`config.mk`:
```
export PLATFORM = sky130hd
export DESIGN_NAME = nibble_link
export DESIGN_NICKNAME = d
export VERILOG_FILES = /design/src/rtl/nibble_link_pkg.sv /design/src/rtl/nl_sync.sv /design/src/rtl/nl_stabilizer.sv /design/src/rtl/nl_sender.sv /design/src/rtl/nl_receiver.sv /design/src/rtl/nibble_link.sv
export SDC_FILE = /design/constraint.sdc
export NUM_CORES = 1
export LEC_CHECK = 0
export BUFFER_PORTS_ARGS = -buffer_cell sky130_fd_sc_hd__buf_4
export CORE_MARGIN = 4
export CORE_UTILIZATION = 50
export CTS_CLUSTER_DIAMETER = 60
export DETAILED_ROUTE_END_ITERATION = 12
export HOLD_SLACK_MARGIN = 0.12
export PLACE_DENSITY = 0.78
export SLEW_MARGIN = 20
export SYNTH_ARGS = -nofsm -noshare
export SYNTH_HDL_FRONTEND = slang
export SYNTH_SLANG_ARGS = --single-unit
```
`constraint.sdc`:
```
create_clock -name clk -period 1.65 [get_ports clk]
set_clock_uncertainty 0.1 [all_clocks]
set_input_delay 0.165 -clock clk [delete_from_list [all_inputs] [get_ports clk]]
set_output_delay 0.165 -clock clk [all_outputs]
set_load 0.02 [all_outputs]
```
`src/rtl/nibble_link_pkg.sv`:
```
package nibble_link_pkg;

  localparam int NIB_W  = 4;
  localparam int LINE_W = NIB_W + 1;
  localparam int BYTE_W = 2 * NIB_W;

  // Quiet input word: data low, flag wire high (reads as flag low after inversion).
  localparam logic [LINE_W-1:0] LINE_IDLE = {1'b1, {NIB_W{1'b0}}};

  typedef enum logic [1:0] {
    TX_IDLE = 2'd0,
    TX_LO   = 2'd1,
    TX_HI   = 2'd2
  } tx_st_t;

  typedef enum logic [0:0] {
    RX_IDLE = 1'b0,
    RX_ACK  = 1'b1
  } rx_st_t;

  function automatic logic [NIB_W-1:0] nib_lo(input logic [BYTE_W-1:0] b);
    return b[NIB_W-1:0];
  endfunction

  function automatic logic [NIB_W-1:0] nib_hi(input logic [BYTE_W-1:0] b);
    return b[BYTE_W-1:NIB_W];
  endfunction

  function automatic logic [BYTE_W-1:0] join_nibs(input logic [NIB_W-1:0] hi,
                                                  input logic [NIB_W-1:0] lo);
    return {hi, lo};
  endfunction

  function automatic logic [LINE_W-1:0] pack_line(input logic flag,
                                                  input logic [NIB_W-1:0] nib);
    return {flag, nib};
  endfunction

  // The flag wire reaches this end through an inverting input.
  function automatic logic line_flag(input logic raw);
    return ~raw;
  endfunction

endpackage

```
`src/rtl/nl_sync.sv`:
```
module nl_sync #(
  parameter int W = 5,
  parameter int STAGES = 2,
  parameter logic [W-1:0] RST_VAL = '0
) (
  input  logic         clk,
  input  logic         rst_n,
  input  logic [W-1:0] d,
  output logic [W-1:0] q
);

  logic [W-1:0] stage_q [STAGES];

  generate
    for (genvar s = 0; s < STAGES; s++) begin : g_stage
      if (s == 0) begin : g_first
        always_ff @(posedge clk) begin
          if (!rst_n) stage_q[s] <= RST_VAL;
          else        stage_q[s] <= d;
        end
      end else begin : g_next
        always_ff @(posedge clk) begin
          if (!rst_n) stage_q[s] <= RST_VAL;
          else        stage_q[s] <= stage_q[s-1];
        end
      end
    end
  endgenerate

  assign q = stage_q[STAGES-1];

endmodule

```
`src/rtl/nl_stabilizer.sv`:
```
module nl_stabilizer #(
  parameter int W = 5,
  parameter int SAMPLE_DIV = 4,
  parameter logic [W-1:0] RST_VAL = '0
) (
  input  logic         clk,
  input  logic         rst_n,
  input  logic [W-1:0] din,
  output logic [W-1:0] dout,
  output logic         samp_tick
);

  localparam int CW = (SAMPLE_DIV > 1) ? $clog2(SAMPLE_DIV) : 1;
  localparam logic [CW-1:0] LAST = CW'(SAMPLE_DIV - 1);

  logic [CW-1:0] cnt_q;
  logic [W-1:0]  prev_q;
  logic [W-1:0]  acc_q;

  assign samp_tick = (cnt_q == LAST);

  always_ff @(posedge clk) begin
    if (!rst_n) begin
      cnt_q <= '0;
    end else if (samp_tick) begin
      cnt_q <= '0;
    end else begin
      cnt_q <= cnt_q + 1'b1;
    end
  end

  // Two consecutive matching samples are needed before a value is adopted.
  always_ff @(posedge clk) begin
    if (!rst_n) begin
      prev_q <= RST_VAL;
      acc_q  <= RST_VAL;
    end else if (samp_tick) begin
      prev_q <= din;
      if (din == prev_q) acc_q <= din;
    end
  end

  assign dout = acc_q;

endmodule

```
`src/rtl/nl_sender.sv`:
```
module nl_sender
  import nibble_link_pkg::*;
(
  input  logic              clk,
  input  logic              rst_n,
  input  logic              en,
  input  logic [BYTE_W-1:0] tx_byte,
  input  logic              tx_valid,
  output logic              tx_ready,
  output logic              tx_done,
  input  logic              flag_in,
  output logic [LINE_W-1:0] line_out,
  output logic              in_lo,
  output logic              in_hi
);

  tx_st_t            st_q;
  logic [BYTE_W-1:0] byte_q;
  logic              done_q;

  always_ff @(posedge clk) begin
    if (!rst_n) begin
      st_q   <= TX_IDLE;
      byte_q <= '0;
      done_q <= 1'b0;
    end else begin
      done_q <= 1'b0;
      if (!en) begin
        st_q <= TX_IDLE;
      end else begin
        case (st_q)
          TX_IDLE: if (tx_valid) begin
            byte_q <= tx_byte;
            st_q   <= TX_LO;
          end
          TX_LO: if (flag_in) st_q <= TX_HI;
          TX_HI: if (!flag_in) begin
            st_q   <= TX_IDLE;
            done_q <= 1'b1;
          end
          default: st_q <= TX_IDLE;
        endcase
      end
    end
  end

  assign in_lo    = (st_q == TX_LO);
  assign in_hi    = (st_q == TX_HI);
  assign tx_ready = en && (st_q == TX_IDLE);
  assign tx_done  = done_q;

  always_comb begin
    case (st_q)
      TX_LO:   line_out = pack_line(1'b1, nib_lo(byte_q));
      TX_HI:   line_out = pack_line(1'b0, nib_hi(byte_q));
      default: line_out = '0;
    endcase
  end

endmodule

```
`src/rtl/nl_receiver.sv`:
```
module nl_receiver
  import nibble_link_pkg::*;
(
  input  logic              clk,
  input  logic              rst_n,
  input  logic              en,
  input  logic              flag_in,
  input  logic [NIB_W-1:0]  in_nib,
  output logic [BYTE_W-1:0] rx_byte,
  output logic              rx_valid,
  output logic [LINE_W-1:0] line_out
);

  rx_st_t            st_q;
  logic [NIB_W-1:0]  lo_q;
  logic [BYTE_W-1:0] byte_q;
  logic              valid_q;

  always_ff @(posedge clk) begin
    if (!rst_n) begin
      st_q    <= RX_IDLE;
      lo_q    <= '0;
      byte_q  <= '0;
      valid_q <= 1'b0;
    end else begin
      valid_q <= 1'b0;
      if (!en) begin
        st_q <= RX_IDLE;
      end else begin
        case (st_q)
          RX_IDLE: if (flag_in) begin
            lo_q <= in_nib;
            st_q <= RX_ACK;
          end
          RX_ACK: if (!flag_in) begin
            byte_q  <= join_nibs(in_nib, lo_q);
            valid_q <= 1'b1;
            st_q    <= RX_IDLE;
          end
          default: st_q <= RX_IDLE;
        endcase
      end
    end
  end

  assign rx_byte  = byte_q;
  assign rx_valid = valid_q;
  // Only the flag is ever driven; data lines stay low.
  assign line_out = (st_q == RX_ACK) ? pack_line(1'b1, '0) : '0;

endmodule

```
`src/rtl/nibble_link.sv`:
```
module nibble_link
  import nibble_link_pkg::*;
#(
  parameter int SAMPLE_DIV  = 4,
  parameter int SYNC_STAGES = 2
) (
  input  logic              clk,
  input  logic              rst_n,
  input  logic              role_rx,
  input  logic [BYTE_W-1:0] tx_byte,
  input  logic              tx_valid,
  output logic              tx_ready,
  output logic              tx_done,
  output logic [BYTE_W-1:0] rx_byte,
  output logic              rx_valid,
  output logic [LINE_W-1:0] link_out,
  input  logic [LINE_W-1:0] link_in
);

  logic [LINE_W-1:0] sync_word;
  logic [LINE_W-1:0] stab_word;
  logic              samp_tick;
  logic              flag_in;
  logic [NIB_W-1:0]  in_nib;
  logic [LINE_W-1:0] tx_line;
  logic [LINE_W-1:0] rx_line;
  logic              tx_in_lo;
  logic              tx_in_hi;

  nl_sync #(
    .W(LINE_W), .STAGES(SYNC_STAGES), .RST_VAL(LINE_IDLE)
  ) u_sync (
    .clk(clk), .rst_n(rst_n), .d(link_in), .q(sync_word)
  );

  nl_stabilizer #(
    .W(LINE_W), .SAMPLE_DIV(SAMPLE_DIV), .RST_VAL(LINE_IDLE)
  ) u_stab (
    .clk(clk), .rst_n(rst_n), .din(sync_word), .dout(stab_word),
    .samp_tick(samp_tick)
  );

  assign flag_in = line_flag(stab_word[LINE_W-1]);
  assign in_nib  = stab_word[NIB_W-1:0];

  nl_sender u_tx (
    .clk(clk), .rst_n(rst_n), .en(!role_rx),
    .tx_byte(tx_byte), .tx_valid(tx_valid),
    .tx_ready(tx_ready), .tx_done(tx_done),
    .flag_in(flag_in), .line_out(tx_line),
    .in_lo(tx_in_lo), .in_hi(tx_in_hi)
  );

  nl_receiver u_rx (
    .clk(clk), .rst_n(rst_n), .en(role_rx),
    .flag_in(flag_in), .in_nib(in_nib),
    .rx_byte(rx_byte), .rx_valid(rx_valid), .line_out(rx_line)
  );

  assign link_out = role_rx ? rx_line : tx_line;

endmodule

```
==> flow_results.xml <==
<?xml version="1.0" encoding="UTF-8"?>
<metrics>
  <group name="sta">
    <metric name="max_freq" unit="MHz">615</metric>
    <metric name="fin_crit_sh" unit="%">98.5</metric>
    <metric name="slew_violations" unit="">0</metric>
    <metric name="worst_pin_slew" unit="ns">0.391</metric>
    <metric name="report.final.setup_viol" unit="">0</metric>
    <metric name="max_slew_headroom_at_the_worst_pin" unit="%">73.9</metric>
    <metric name="hold-worst-slack" unit="ns">0.156</metric>
    <metric name="finalHoldViolations" unit="">0</metric>
    <metric name="min_period" unit="ns">1.63</metric>
  </group>
  <group name="yosys">
    <metric name="synthCells" unit="">193</metric>
    <metric name="yosysWarnings" unit="">0</metric>
    <metric name="synth_seq_area_share" unit="%">50.1</metric>
    <metric name="synth_top_area_share" unit="%">50.1</metric>
    <metric name="avgSynthCellArea" unit="sq um">9.72</metric>
    <metric name="mapped_area" unit="sq um">1880</metric>
    <metric name="yosys-top-cells-area" unit="">sky130_fd_sc_hd__dfxtp_1 50%, sky130_fd_sc_hd__mux2i_1 9.1%, sky130_fd_sc_hd__nand2_1 7.0%, sky130_fd_sc_hd__a21boi_0 6.4%, sky130_fd_sc_hd__ha_1 4.0%</metric>
    <metric name="synth.ff_latch_count" unit="">47</metric>
    <metric name="ys_types" unit="">25</metric>
    <metric name="syn-num-nets" unit="">216</metric>
    <metric name="synth_area_leader_cell" unit="">sky130_fd_sc_hd__dfxtp_1</metric>
  </group>
  <group name="worst_hold_path">
    <metric name="hold_class" unit="">in -&gt; reg</metric>
    <metric name="worst_hold_path.endpoint" unit="">u_stab.prev_q[4]</metric>
    <metric name="hold_path_startpoint" unit="">rst_n</metric>
    <metric name="cells_on_worst_hold_path" unit="">2</metric>
  </group>
  <group name="route">
    <metric name="wire_per_inst" unit="microns">12.8</metric>
    <metric name="drt_drc_violations_left" unit="">0</metric>
    <metric name="dr_total_vias" unit="">1404</metric>
    <metric name="totalWireLength" unit="mm">3.66</metric>
    <metric name="initial_drt_markers" unit="">120</metric>
    <metric name="per_cell_via_count_in_the_routed_design" unit="">4.93</metric>
    <metric name="antenna_left" unit="">0</metric>
    <metric name="detail_route.first_pass.iterations" unit="">4</metric>
  </group>
  <group name="power_and_ir_drop">
    <metric name="seqPwrFrac" unit="%">54.1</metric>
    <metric name="power.share.combinational" unit="%">9.6</metric>
    <metric name="p_sw" unit="mW">0.461</metric>
    <metric name="ir_drop_worst_case_vdd" unit="uV">660</metric>
    <metric name="cellPowerDensity" unit="nW/um^2">872</metric>
    <metric name="leakagePower" unit="nW">0.970</metric>
    <metric name="cellInternalPower" unit="mW">1.73</metric>
    <metric name="clockPowerShare" unit="%">36.2</metric>
    <metric name="power.switching_fraction" unit="%">21.1</metric>
  </group>
  <group name="global_routing">
    <metric name="wire_length_of_the_first_global_routing_pass" unit="mm">6.33</metric>
    <metric name="pin_count_of_the_biggest_net_entering_global_routing" unit="">51</metric>
    <metric name="antenna_found_initial" unit="">0</metric>
    <metric name="grt_pass1_vias" unit="">1420</metric>
    <metric name="track_usage" unit="%">15.6</metric>
    <metric name="overflow" unit="">0</metric>
  </group>
  <group name="clock_tree">
    <metric name="insertion_delay_to_the_later_sink_of_the_worst_skew_pair" unit="ns">0.29</metric>
    <metric name="numCtsBuffers" unit="">5</metric>
    <metric name="cts-htree-levels" unit="">2</metric>
    <metric name="clock_tree.root_cell" unit="">sky130_fd_sc_hd__clkbuf_8</metric>
    <metric name="clk_transition_reported_paths" unit="ns">0.07</metric>
    <metric name="cts-root-to-sink-buffers" unit="">2</metric>
    <metric name="cts_tree" unit="">done</metric>
    <metric name="clock-sinks" unit="">47</metric>
  </group>
  <group name="floorplanning">
    <metric name="die_h" unit="microns">69.3</metric>
    <metric name="placementRows" unit="">21</metric>
    <metric name="ios" unit="">33</metric>
    <metric name="area_inside_the_core_boundary" unit="sq um">3470</metric>
    <metric name="fp.dieArea" unit="sq um">4800</metric>
    <metric name="die_wd" unit="microns">69.3</metric>
    <metric name="initial_standard_cell_utilization_of_the_core" unit="%">54.1</metric>
  </group>
  <group name="setup_path">
    <metric name="highest_fanout_seen_on_the_critical_path" unit="">8</metric>
    <metric name="worst_setup_path_category" unit="">in -&gt; out</metric>
    <metric name="cp-start-kind" unit="">primary input</metric>
    <metric name="ff2ff_setup_slack" unit="ns">0.15</metric>
    <metric name="timing.critical_path.arrival" unit="ns">1.36</metric>
    <metric name="crit-reg2reg-launch" unit="">u_sync.stage_q[1][3]</metric>
    <metric name="critical_path.endpoint_type" unit="">primary output</metric>
    <metric name="ff2ff_path_depth" unit="">4</metric>
    <metric name="cp_data_required_time" unit="ns">1.38</metric>
    <metric name="rr_endpoint" unit="">u_stab.dout[2]</metric>
  </group>
  <group name="cells_and_area">
    <metric name="areaGrowthSynthToFinish" unit="%">33.7</metric>
    <metric name="final_core_util" unit="%">72.4</metric>
    <metric name="design.final.nets" unit="">262</metric>
    <metric name="final_layout_size_suffix_gt1_share" unit="%">25.5</metric>
    <metric name="antennaDiodeCount" unit="">0</metric>
  </group>
  <group name="placement">
    <metric name="place.gp.congestion" unit="">0.749</metric>
    <metric name="port_buffer_cells" unit="">32</metric>
    <metric name="dp.final_hpwl" unit="mm">2.36</metric>
  </group>
  <group name="run">
    <metric name="max-cap-violations" unit="">0</metric>
  </group>
  <group name="status">
    <metric name="run_status" unit="">finished clean</metric>
  </group>
</metrics>
cell type report:
cell class | count | area, sq um
repair buffers | 50 | 424
inverters | 3 | 16.3
clock buffers | 6 | 72.6
clock inverters | 1 | 30.0
fillers | 267 | 958
flip-flops and latches | 47 | 948
multi-input cells | 132 | 961
well taps | 46 | 57.6
kinds of logic (layout without fill, tap and decap cells):
kind of cell,Yosys count,after routing,synth area share [%]
fa+ha+maj,6,6,4.00
compound gates,21,21,8.27
xor+xnor,5,5,2.33
mux,18,18,9.67
flops,47,47,50.1
simple gates,82,82,22.1
buf+inv,14,60,3.47
power by group through the flow:
stage / Sequential, mW / Combinational (mW) / Clock, mW
after floorplan: 1.20 / 0.107 / 0
after global placement: 1.21 / 0.158 / 0
after detailed placement: 1.21 / 0.162 / 0
after CTS: 1.18 / 0.196 / 0.808
after global routing: 1.19 / 0.232 / 0.853
final: 1.18 / 0.211 / 0.792
metal layers:
metal | routed length, microns | global-route usage [%]
met2 | 1830 | 26.4
met5 | 0 | 0
met3 | 222 | 4.49
met4 | 31 | 4.56
met1 | 1580 | 19.2
through the flow:
step / setup WS (ns) / setup TNS, ns / instance area [sq um] / power [mW] / instances
finish: 0.0248 / 0 / 2510 / 2.19 / 285
global route: -0.0151 / -0.0308 / 2510 / 2.27 / 285
CTS: 0.00236 / 0 / 2410 / 2.19 / 285
detailed placement: 0.154 / 0 / 2140 / 1.37 / 262
global placement: 0.194 / 0 / 2140 / 1.37 / 262
floorplan: 0.163 / 0 / 1880 / 1.31 / 193
cell usage in the layout, fill, tap and decap left out, drive strengths merged, types with 2 or more instances in the layout:
cell,instances
buf,35
a21boi,16
xor2,4
mux2i,17
ha,6
dfxtp,47
clkbuf,6
and3b,2
nand2,35
nor3b,2
inv,3
nand2b,4
nor2,7
and3,2
nor2b,11
a22oi,4
nand3,9
dlygate4sd3,15
and2,9
worst max path at each step:
stage                                    start        endpoint  slack, ns  cells after the start
after floorplan                   u_tx.st_q[0]  u_tx.byte_q[0]       0.16                      7
after global placement    u_sync.stage_q[1][3]  u_stab.dout[0]       0.19                      4
after detailed placement          u_tx.st_q[0]    u_tx.st_q[1]       0.15                      6
after CTS                         u_tx.st_q[1]     link_out[2]      0.002                      5
after global routing              u_tx.st_q[0]     link_out[2]      -0.02                      5
final                                  role_rx     link_out[4]       0.02                      4
cells in the mapped netlist:
library cell,number
sky130_fd_sc_hd__mux2_2,1
sky130_fd_sc_hd__nor2_1,7
sky130_fd_sc_hd__nor3b_1,1
sky130_fd_sc_hd__buf_6,1
sky130_fd_sc_hd__a21boi_0,16
sky130_fd_sc_hd__xnor2_1,1
sky130_fd_sc_hd__nand2_1,35
sky130_fd_sc_hd__a22oi_1,4
sky130_fd_sc_hd__clkbuf_1,6
sky130_fd_sc_hd__ha_1,6
sky130_fd_sc_hd__buf_2,3
sky130_fd_sc_hd__and3_1,2
sky130_fd_sc_hd__dfxtp_1,47
sky130_fd_sc_hd__nand3_1,9
sky130_fd_sc_hd__nor2b_1,11
sky130_fd_sc_hd__clkbuf_2,1
sky130_fd_sc_hd__nor4_1,1
sky130_fd_sc_hd__and2_1,9
sky130_fd_sc_hd__o21ai_0,1
sky130_fd_sc_hd__xor2_1,4
sky130_fd_sc_hd__and3b_1,2
sky130_fd_sc_hd__inv_1,3
sky130_fd_sc_hd__nand2b_1,4
sky130_fd_sc_hd__mux2i_1,17
sky130_fd_sc_hd__nor3b_4,1
critical path, cell delays in order:
cell and delay, ns:
sky130_fd_sc_hd__dlygate4sd3_1 0.53, sky130_fd_sc_hd__buf_4 0.15, sky130_fd_sc_hd__mux2_2 0.35, sky130_fd_sc_hd__buf_4 0.16
state kept, by name (all words and copies together) (netlist names):
signal,flops
u_tx.tx_done,1
u_sync.stage_q,10
u_stab.dout,5
u_tx.st_q,2
u_rx.st_q,1
u_rx.rx_valid,1
u_rx.lo_q,4
u_stab.prev_q,5
u_tx.byte_q,8
u_rx.rx_byte,8
u_stab.cnt_q,2
timing repair:
item                                   in CTS  in global routing
setup endpoints to repair                   6                  6
endpoints found under the hold margin      14                  0
gates resized for setup                     5                 24
gates cloned                                0                  0
setup buffers                               1                  0
hold buffers                               15                  0
pin swaps                                   4                  1
No activity file was read; power rests on OpenSTA's default activity.
